--- src/rtl/dbgmon_pkg.sv ---
package dbgmon_pkg;
    typedef enum logic [1:0] {
        ST_IDLE,
        ST_WAIT_SEC,
        ST_SEND_BREAK,
        ST_READY
    } dbgmon_state_t;

    localparam logic [7:0] VEC_PAGE_USER = 8'hFF;
    localparam logic [7:0] VEC_PAGE_MON  = 8'hFE;
endpackage

--- src/rtl/dbgmon_entry_detect.sv ---
// Entry event detection and strap capture.
module dbgmon_entry_detect (
    input  logic clk,
    input  logic rst,
    input  logic rst_pin,
    input  logic swi_req,
    input  logic capture,
    input  logic clk_strap,
    output logic entry_req,
    output logic bypass_q
);
    logic pin_q;

    always_ff @(posedge clk) begin
        if (rst) begin
            pin_q    <= 1'b1;
            bypass_q <= 1'b0;
        end else begin
            pin_q <= rst_pin;
            if (capture) begin
                bypass_q <= ~clk_strap;
            end
        end
    end

    assign entry_req = swi_req | (rst_pin & ~pin_q);
endmodule

--- src/rtl/dbgmon_key_check.sv ---
// On-the-fly comparison of received bytes with the stored key.
module dbgmon_key_check #(
    parameter int NKEY = 8,
    parameter int W    = 8
) (
    input  logic            clk,
    input  logic            rst,
    input  logic            clear,
    input  logic            accept,
    input  logic [W-1:0]    rx_data,
    input  logic [NKEY*W-1:0] key_in,
    output logic            last_byte,
    output logic            match_final
);
    localparam int IDXW = (NKEY > 1) ? $clog2(NKEY) : 1;
    localparam logic [IDXW-1:0] LAST_IDX = IDXW'(NKEY - 1);

    logic [IDXW-1:0] idx;
    logic            match_q;
    logic [W-1:0]    key_sel;
    logic            hit;

    assign key_sel     = key_in[idx*W +: W];
    assign hit         = (rx_data == key_sel);
    assign last_byte   = accept && (idx == LAST_IDX);
    assign match_final = match_q & hit;

    always_ff @(posedge clk) begin
        if (rst || clear) begin
            idx     <= '0;
            match_q <= 1'b1;
        end else if (accept) begin
            idx     <= (idx == LAST_IDX) ? '0 : idx + 1'b1;
            match_q <= match_q & hit;
        end
    end
endmodule

--- src/rtl/dbgmon_break_timer.sv ---
// Counts baud ticks while the break is driven.
module dbgmon_break_timer #(
    parameter int BRK_BITS = 10
) (
    input  logic clk,
    input  logic rst,
    input  logic run,
    input  logic tick,
    output logic done
);
    localparam int CW = $clog2(BRK_BITS + 1);
    localparam logic [CW-1:0] LAST_CNT = CW'(BRK_BITS - 1);

    logic [CW-1:0] cnt;

    always_ff @(posedge clk) begin
        if (rst || !run) begin
            cnt <= '0;
        end else if (tick) begin
            cnt <= cnt + 1'b1;
        end
    end

    assign done = run && tick && (cnt == LAST_CNT);
endmodule

--- src/rtl/dbgmon_entry_seq.sv ---
module dbgmon_entry_seq
    import dbgmon_pkg::*;
#(
    parameter int NKEY     = 8,
    parameter int W        = 8,
    parameter int BRK_BITS = 10
) (
    input  logic              clk,
    input  logic              rst,
    input  logic              rst_pin,
    input  logic              swi_req,
    input  logic              hv_irq,
    input  logic              hv_rst,
    input  logic              clk_strap,
    input  logic              rx_valid,
    input  logic [W-1:0]      rx_data,
    input  logic              baud_tick,
    input  logic [NKEY*W-1:0] key_in,
    output logic              tx_line,
    output logic [7:0]        vec_page,
    output logic              wdog_disable,
    output logic              clk_bypass,
    output logic              mon_active,
    output logic              sec_locked,
    output logic              ready_pulse
);
    dbgmon_state_t state, nxt;

    logic entry_req;
    logic enter;
    logic accept;
    logic last_byte;
    logic match_final;
    logic brk_run;
    logic brk_done;

    assign enter   = (state == ST_IDLE) && entry_req;
    assign accept  = (state == ST_WAIT_SEC) && rx_valid;
    assign brk_run = (state == ST_SEND_BREAK);

    dbgmon_entry_detect u_detect (
        .clk       (clk),
        .rst       (rst),
        .rst_pin   (rst_pin),
        .swi_req   (swi_req),
        .capture   (enter),
        .clk_strap (clk_strap),
        .entry_req (entry_req),
        .bypass_q  (clk_bypass)
    );

    dbgmon_key_check #(.NKEY(NKEY), .W(W)) u_key (
        .clk         (clk),
        .rst         (rst),
        .clear       (enter),
        .accept      (accept),
        .rx_data     (rx_data),
        .key_in      (key_in),
        .last_byte   (last_byte),
        .match_final (match_final)
    );

    dbgmon_break_timer #(.BRK_BITS(BRK_BITS)) u_brk (
        .clk  (clk),
        .rst  (rst),
        .run  (brk_run),
        .tick (baud_tick),
        .done (brk_done)
    );

    // State register
    always_ff @(posedge clk) begin
        if (rst) begin
            state <= ST_IDLE;
        end else begin
            state <= nxt;
        end
    end

    // Transitions
    always_comb begin
        nxt = state;
        unique case (state)
            ST_IDLE:       if (enter)     nxt = ST_WAIT_SEC;
            ST_WAIT_SEC:   if (last_byte) nxt = ST_SEND_BREAK;
            ST_SEND_BREAK: if (brk_done)  nxt = ST_READY;
            ST_READY:                     nxt = ST_READY;
            default:                      nxt = ST_IDLE;
        endcase
    end

    // Registered outputs
    always_ff @(posedge clk) begin
        if (rst) begin
            sec_locked  <= 1'b0;
            ready_pulse <= 1'b0;
        end else begin
            ready_pulse <= brk_done;
            if (last_byte) begin
                sec_locked <= ~match_final;
            end
        end
    end

    // State-decoded outputs
    always_comb begin
        mon_active   = (state != ST_IDLE);
        tx_line      = (state != ST_SEND_BREAK);
        vec_page     = mon_active ? VEC_PAGE_MON : VEC_PAGE_USER;
        wdog_disable = mon_active & (hv_irq | hv_rst);
    end
endmodule

--- config.mk ---
export PLATFORM = sky130hd
export DESIGN_NAME = dbgmon_entry_seq
export DESIGN_NICKNAME = d
export VERILOG_FILES = /design/src/rtl/dbgmon_pkg.sv /design/src/rtl/dbgmon_entry_detect.sv /design/src/rtl/dbgmon_key_check.sv /design/src/rtl/dbgmon_break_timer.sv /design/src/rtl/dbgmon_entry_seq.sv
export SDC_FILE = /design/constraint.sdc
export NUM_CORES = 1
export LEC_CHECK = 0
export ABC_AREA = 1
export CAP_MARGIN = 20
export CORE_MARGIN = 1
export CORE_UTILIZATION = 41
export CTS_BUF_LIST = sky130_fd_sc_hd__clkbuf_4 sky130_fd_sc_hd__clkbuf_8 sky130_fd_sc_hd__clkbuf_16
export DETAILED_ROUTE_END_ITERATION = 7
export PLACE_DENSITY_LB_ADDON = 0.08
export RECOVER_POWER = 25
export SLEW_MARGIN = 20
export SYNTH_ARGS = -nofsm -noshare
export SYNTH_HDL_FRONTEND = slang
export SYNTH_SLANG_ARGS = --single-unit
export TNS_END_PERCENT = 50
--- constraint.sdc ---
create_clock -name clk -period 3.15 [get_ports clk]
set_input_delay 0.4725 -clock clk [delete_from_list [all_inputs] [get_ports clk]]
set_output_delay 0.4725 -clock clk [all_outputs]
set_load 0.02 [all_outputs]
Word level (Yosys, flattened, before mapping) --
Cells that the tools add are included.
Word-level totals: bits in registers 14, logic and storage cells 46, input bits 81, output and inout bits 14
Operators by class: equal/unequal tests 10, bitwise logic cells 8, add/sub/neg operators 2, mux-type cells 6, reduce and logical (&&, ||, !) cells 11, shifts and indexed selects 1
Operator list (number):
- indexed part select 64 x 7 -> 8 bit | 1
- == test 8 bit | 1
- case mux 2 bit (4 select lines) | 1
- 2-to-1 mux 2 bit | 3
- != test 2 bit (second input constant) | 3
- logical AND 1 bit | 5
- adder 4 x 1 -> 4 bit (second input constant) | 1
- == test 2 bit (second input constant) | 2
- == test 4 bit (second input constant) | 1
- adder 3 x 1 -> 3 bit (second input constant) | 1
- AND 1 bit | 3
- == test 3 bit (second input constant) | 1
- 2-to-1 mux 3 bit | 1
- NOT 1 bit | 3
- AND reduction 3 bit | 1
- == test 2 x 1 -> 1 bit (second input constant) | 1
- zero test 2 bit | 1
- logical OR 1 bit | 2
- != test 2 x 1 -> 1 bit (second input constant) | 1
- OR 1 bit | 2
- nonzero test 2 bit | 1
- zero test 1 bit | 1
- 2-to-1 mux 1 bit | 1

Logic depth before layout (Yosys ltp) --
depth in word-level cells 6, depth in mapped cells 15, mapped depth without buffers 13

Hierarchy --
From an unflattened synthesis, not the netlist that was laid out.
Second synthesis, totals: cell total of the unflattened synthesis 299, area, all modules 1591.5 sq um
Modules (own cells, without submodules):
- dbgmon_key_check | area each 1073.5 sq um, seq. area each 80.1 sq um, cells an instance 225, times used 1
- dbgmon_entry_seq | area each 242.7 sq um, seq. area each 80.1 sq um, cells an instance 36, times used 1
- dbgmon_break_timer | area each 198.9 sq um, seq. area each 80.1 sq um, cells an instance 28, times used 1
- dbgmon_entry_detect | area each 76.3 sq um, seq. area each 40.0 sq um, cells an instance 10, times used 1

Least setup slack after synthesis --
OpenSTA, ideal clock, no wires.
path kind reg2reg, from register state[1], to register u_key.match_q, slack 1.666 ns, period minus slack after synthesis 1.484 ns, buffers on the path 0, stages on the path, launching flop included 6, data arrival time 1.417 ns, data required time 3.083 ns, library setup time 0.067 ns, cell sequence dfxtp_1 nor2_1 inv_1 o21ai_0 a21oi_1 o21ai_2
On the way: longest elaborated chain between the ends 3, elaborated cells between the ends (all ways) 5, those cells by class eq/ne (1); reduce/logical (4)
RTL lines:
- start, declared | RTL line dbgmon_entry_seq.sv:27 | dbgmon_state_t state, nxt;
- start signal, assigned | RTL line dbgmon_entry_seq.sv:76 | state <= nxt;
- zero test 2 bit | RTL line dbgmon_entry_seq.sv:37 | assign enter = (state == ST_IDLE) && entry_req;
- logical AND 1 bit | RTL line dbgmon_entry_seq.sv:37
- logical OR 1 bit | RTL line dbgmon_key_check.sv:29 | if (rst || clear) begin
- end signal, assigned | RTL line dbgmon_key_check.sv:34 | match_q <= match_q & hit;
- end, declared | RTL line dbgmon_key_check.sv:19 | logic match_q;
Several ways; a longest one is shown, not always the timed one. A chain may end at the register's enable or synchronous reset.

Final worst setup path --
from input port hv_rst, to output port wdog_disable
On the way: longest elaborated chain between the ends 2
RTL lines:
- start, declared | RTL line dbgmon_entry_seq.sv:13 | input logic hv_rst,
- OR 1 bit | RTL line dbgmon_entry_seq.sv:110 | wdog_disable = mon_active & (hv_irq | hv_rst);
- AND 1 bit | RTL line dbgmon_entry_seq.sv:110
- end, declared | RTL line dbgmon_entry_seq.sv:21 | output logic wdog_disable,
Every way passes these cells.

==> impl_results.md <==
* Count of unresolved DRC violations after routing at 0
* Area of the core at 3720 um^2
* Worst Hold Class: reg2reg
* CTS tree: yes
* Largest clock skew in the final design at approximately 0.00069 ns
* Most used cells in the layout excluding fill and tap cells: 113 x nand2_1, 85 x clkdlybuf4s50_1, 48 x nand3_1, 44 x inv_1, 22 x nor2_1
* Actual transition at the worst max-transition pin at 0.635 ns
* Hold-fix buffers, CTS at 0
* Via count of the first global-routing pass at 1743
* Seq/Total Area, Yosys at between 15 and 20%
* Normalized max-slew margin at 57.6%
* Largest stage delay, worst path at 0.60 ns
* Average instance area after synthesis at 5.45 um^2
* Total inserted antenna cells at 0
* Clock buffer count from CTS at 3
* Gr ovfl total at 0
* Detailed Route Iter0 Violations at 83
* Largest net degree at the start of global routing at 32
* Clock transition at the registers of the reported paths at 0.06 ns
* # H-tree levels at 1
* Total number of nets in the final design at 463
* Sum of routed wire length over all layers at 4410 um
* Syn. warnings at 0
* Final antenna-violating net count at 0
* I/O pins at 95
* Clock period minus final worst setup slack at between 2 and 2.5 ns
* Maximum clock frequency at 0.471 GHz
* Avg Vias per Cell at 4.64
* Mean routed wirelength per cell at 10.4 um
* Number of instances resized during post-cts repair at 0
* Post-synthesis instance total at 297
* Routability Congestion at 0.805
* Startpoint class of the critical path: input port
* Leading area contributor after synthesis: nand2_1
* Biggest area contributors in the synthesized netlist: nand2_1 26%, dfxtp_1 17%, nand3_1 15%
* Buffer type at the clock tree root: clkbuf_8
* # clock sinks at 14
* Setup repair after global routing missed its margin: no
* Count of input and output buffers at 87
* Final clock period utilization by the worst path at approximately two thirds
* Arrival time worst endpoint at 1.65 ns
* First-pass GRT wire length at 7160 um
* CP Data Required Time at 2.68 ns
* WS Path Type: in2out
* Number of maximum-capacitance constraint violations at 0
* Deepest clock path buffer count at 2
* Die footprint at 4200 um^2
* Power per cell area at roughly 240 nW/um^2
* Num rows at 22
* Setup fix buffers added after clock tree synthesis at 0
* Crit-path slowest cell: clkdlybuf4s50_1
* Number of distinct library cells after synthesis at 24
* Leak pwr at 0.00121 uW
* Die Wd at 64.8 um
* Chip Height at 64.8 um
* Cell area after synthesis at 1620 um^2
* Kind of cell with the highest combined delay on the critical path: buffers and inverters
* Overall routing resource usage at 21.2%
* Yosys reg bits at 14
* HPWL after DPL at 3410 um
* Outcome: finished clean
* Worst path cell trace: clkdlybuf4s50_1 > nor2_1 > nor2_1 > clkdlybuf4s50_1
* Worst vdd rail ir drop at 0.173 mV
* Fraction of layout cells with a size suffix above 1 at 3.18%
* Final hold violation count at 0
* Number of iterations in the first detailed-routing pass at 4
* Worst-skew pair later-pin latency at roughly 0.25 ns
* Number of antenna violations at the first check in global routing at 0
* Via Count at 1974
* Max-slew violation count at 0
* Post-route total power at 582 uW
* Post-synthesis to final-layout area growth at 52.6%
* Fraction of synthesized cell area taken by the top area cell type at a little over a quarter
* Setup tns final at 0 ns
* Layout fillers at around 380
* Number of failing setup endpoints in the final timing report at 0
* Starting utilization of the core area at a little over two fifths
* Most common cell after layout, fill and taps aside: nand2_1
* Element type at the critical path end: output pin
* Bufs and invs on worst path at 2
* CP max FO at 1
[final timing paths]
| kind | start | end | slack, ns | depth (start not counted) |
|---|---|---|---|---|
| min reg2reg | state[1] | state[1] | 0.51 | 2 |
| max | hv_rst | wdog_disable | 1.03 | 4 |
| max reg2reg | u_key.idx[0] | sec_locked | 1.21 | 12 |
| min | state[1] | state[1] | 0.51 | 2 |
[power breakdown]
part	switching (uW)	internal, uW	total [uW]
registers	4.81	181	186
logic	90.8	130	220
clock network	65.0	111	176
total	161	422	582
[layer usage]
| layer | track usage, % | routed length (um) | vias up | share of wire (%) |
|---|---|---|---|---|
| li1 | - | - | 1069 | - |
| met1 | 27.4 | 2090 | 833 | 47 |
| met2 | 35.7 | 1970 | 68 | 45 |
| met3 | 4.23 | 314 | 4 | 7.1 |
| met4 | 5.00 | 32 | 0 | 0.73 |
| met5 | 0 | 0 | - | 0 |
[worst register-to-register path, delay by kind of cell, from the launching register on]
family / cells / cell delay (ns)
and+or+nand+nor: 10 / 0.83
buffers and inverters: 2 / 0.41
DFF: 1 / 0.63
[metrics by stage]
step | setup WS [ns] | hold WS (ns) | cells | instance area [um^2] | util [%]
3_3_place_gp | 1.03 | 0.488 | 421 | 2420 | 65.0
4_1_cts | 1.02 | 0.503 | 425 | 2470 | 66.5
5_1_grt | 0.963 | 0.561 | 425 | 2470 | 66.5
3_5_place_dp | 1.03 | 0.495 | 421 | 2420 | 65.0
6_report | 1.03 | 0.509 | 425 | 2470 | 66.5
2_1_floorplan | 1.67 | 0.464 | 303 | 1640 | -
[kinds of logic after synthesis]
| kind of cell | share of synthesized area (%) |
|---|---|
| AOI/OAI and AO/OA | 5.10 |
| adders and majority gates | 3.09 |
| buffers and inverters | 21.1 |
| DFF | 17.3 |
| other | 0.232 |
| and+or+nand+nor | 53.2 |
[cells in the mapped netlist]
library cell / number
nor3b_1: 1
nor2_1: 22
inv_1: 44
nand2_2: 1
a21oi_1: 9
o21ai_2: 1
nor3_1: 4
a221oi_1: 1
buf_2: 2
buf_6: 9
inv_6: 1
o21ai_1: 1
conb_1: 1
and3_1: 1
nand3_2: 3
o21ai_0: 3
nor4_1: 1
nand3b_1: 5
ha_1: 4
nand3_1: 48
buf_4: 7
inv_2: 1
dfxtp_1: 14
nand2_1: 113
[sequential cells by signal, summed over array words and instances (netlist names)]
name / flops
u_key.idx: 3
state: 2
u_brk.cnt: 4
u_detect.bypass_q: 1
u_key.match_q: 1
ready_pulse: 1
sec_locked: 1
u_detect.pin_q: 1
[cell type report]
class | instances | area, um^2 | share of cell area, %
multi-input combinational | 225 | 1020 | 41.3
timing repair buffer | 88 | 878 | 35.5
sequential | 14 | 280 | 11.3
inverter | 46 | 178 | 7.19
clock buffer | 4 | 55.1 | 2.23
tap | 48 | 60.1 | 2.43
No activity file was read; power rests on OpenSTA's default activity.
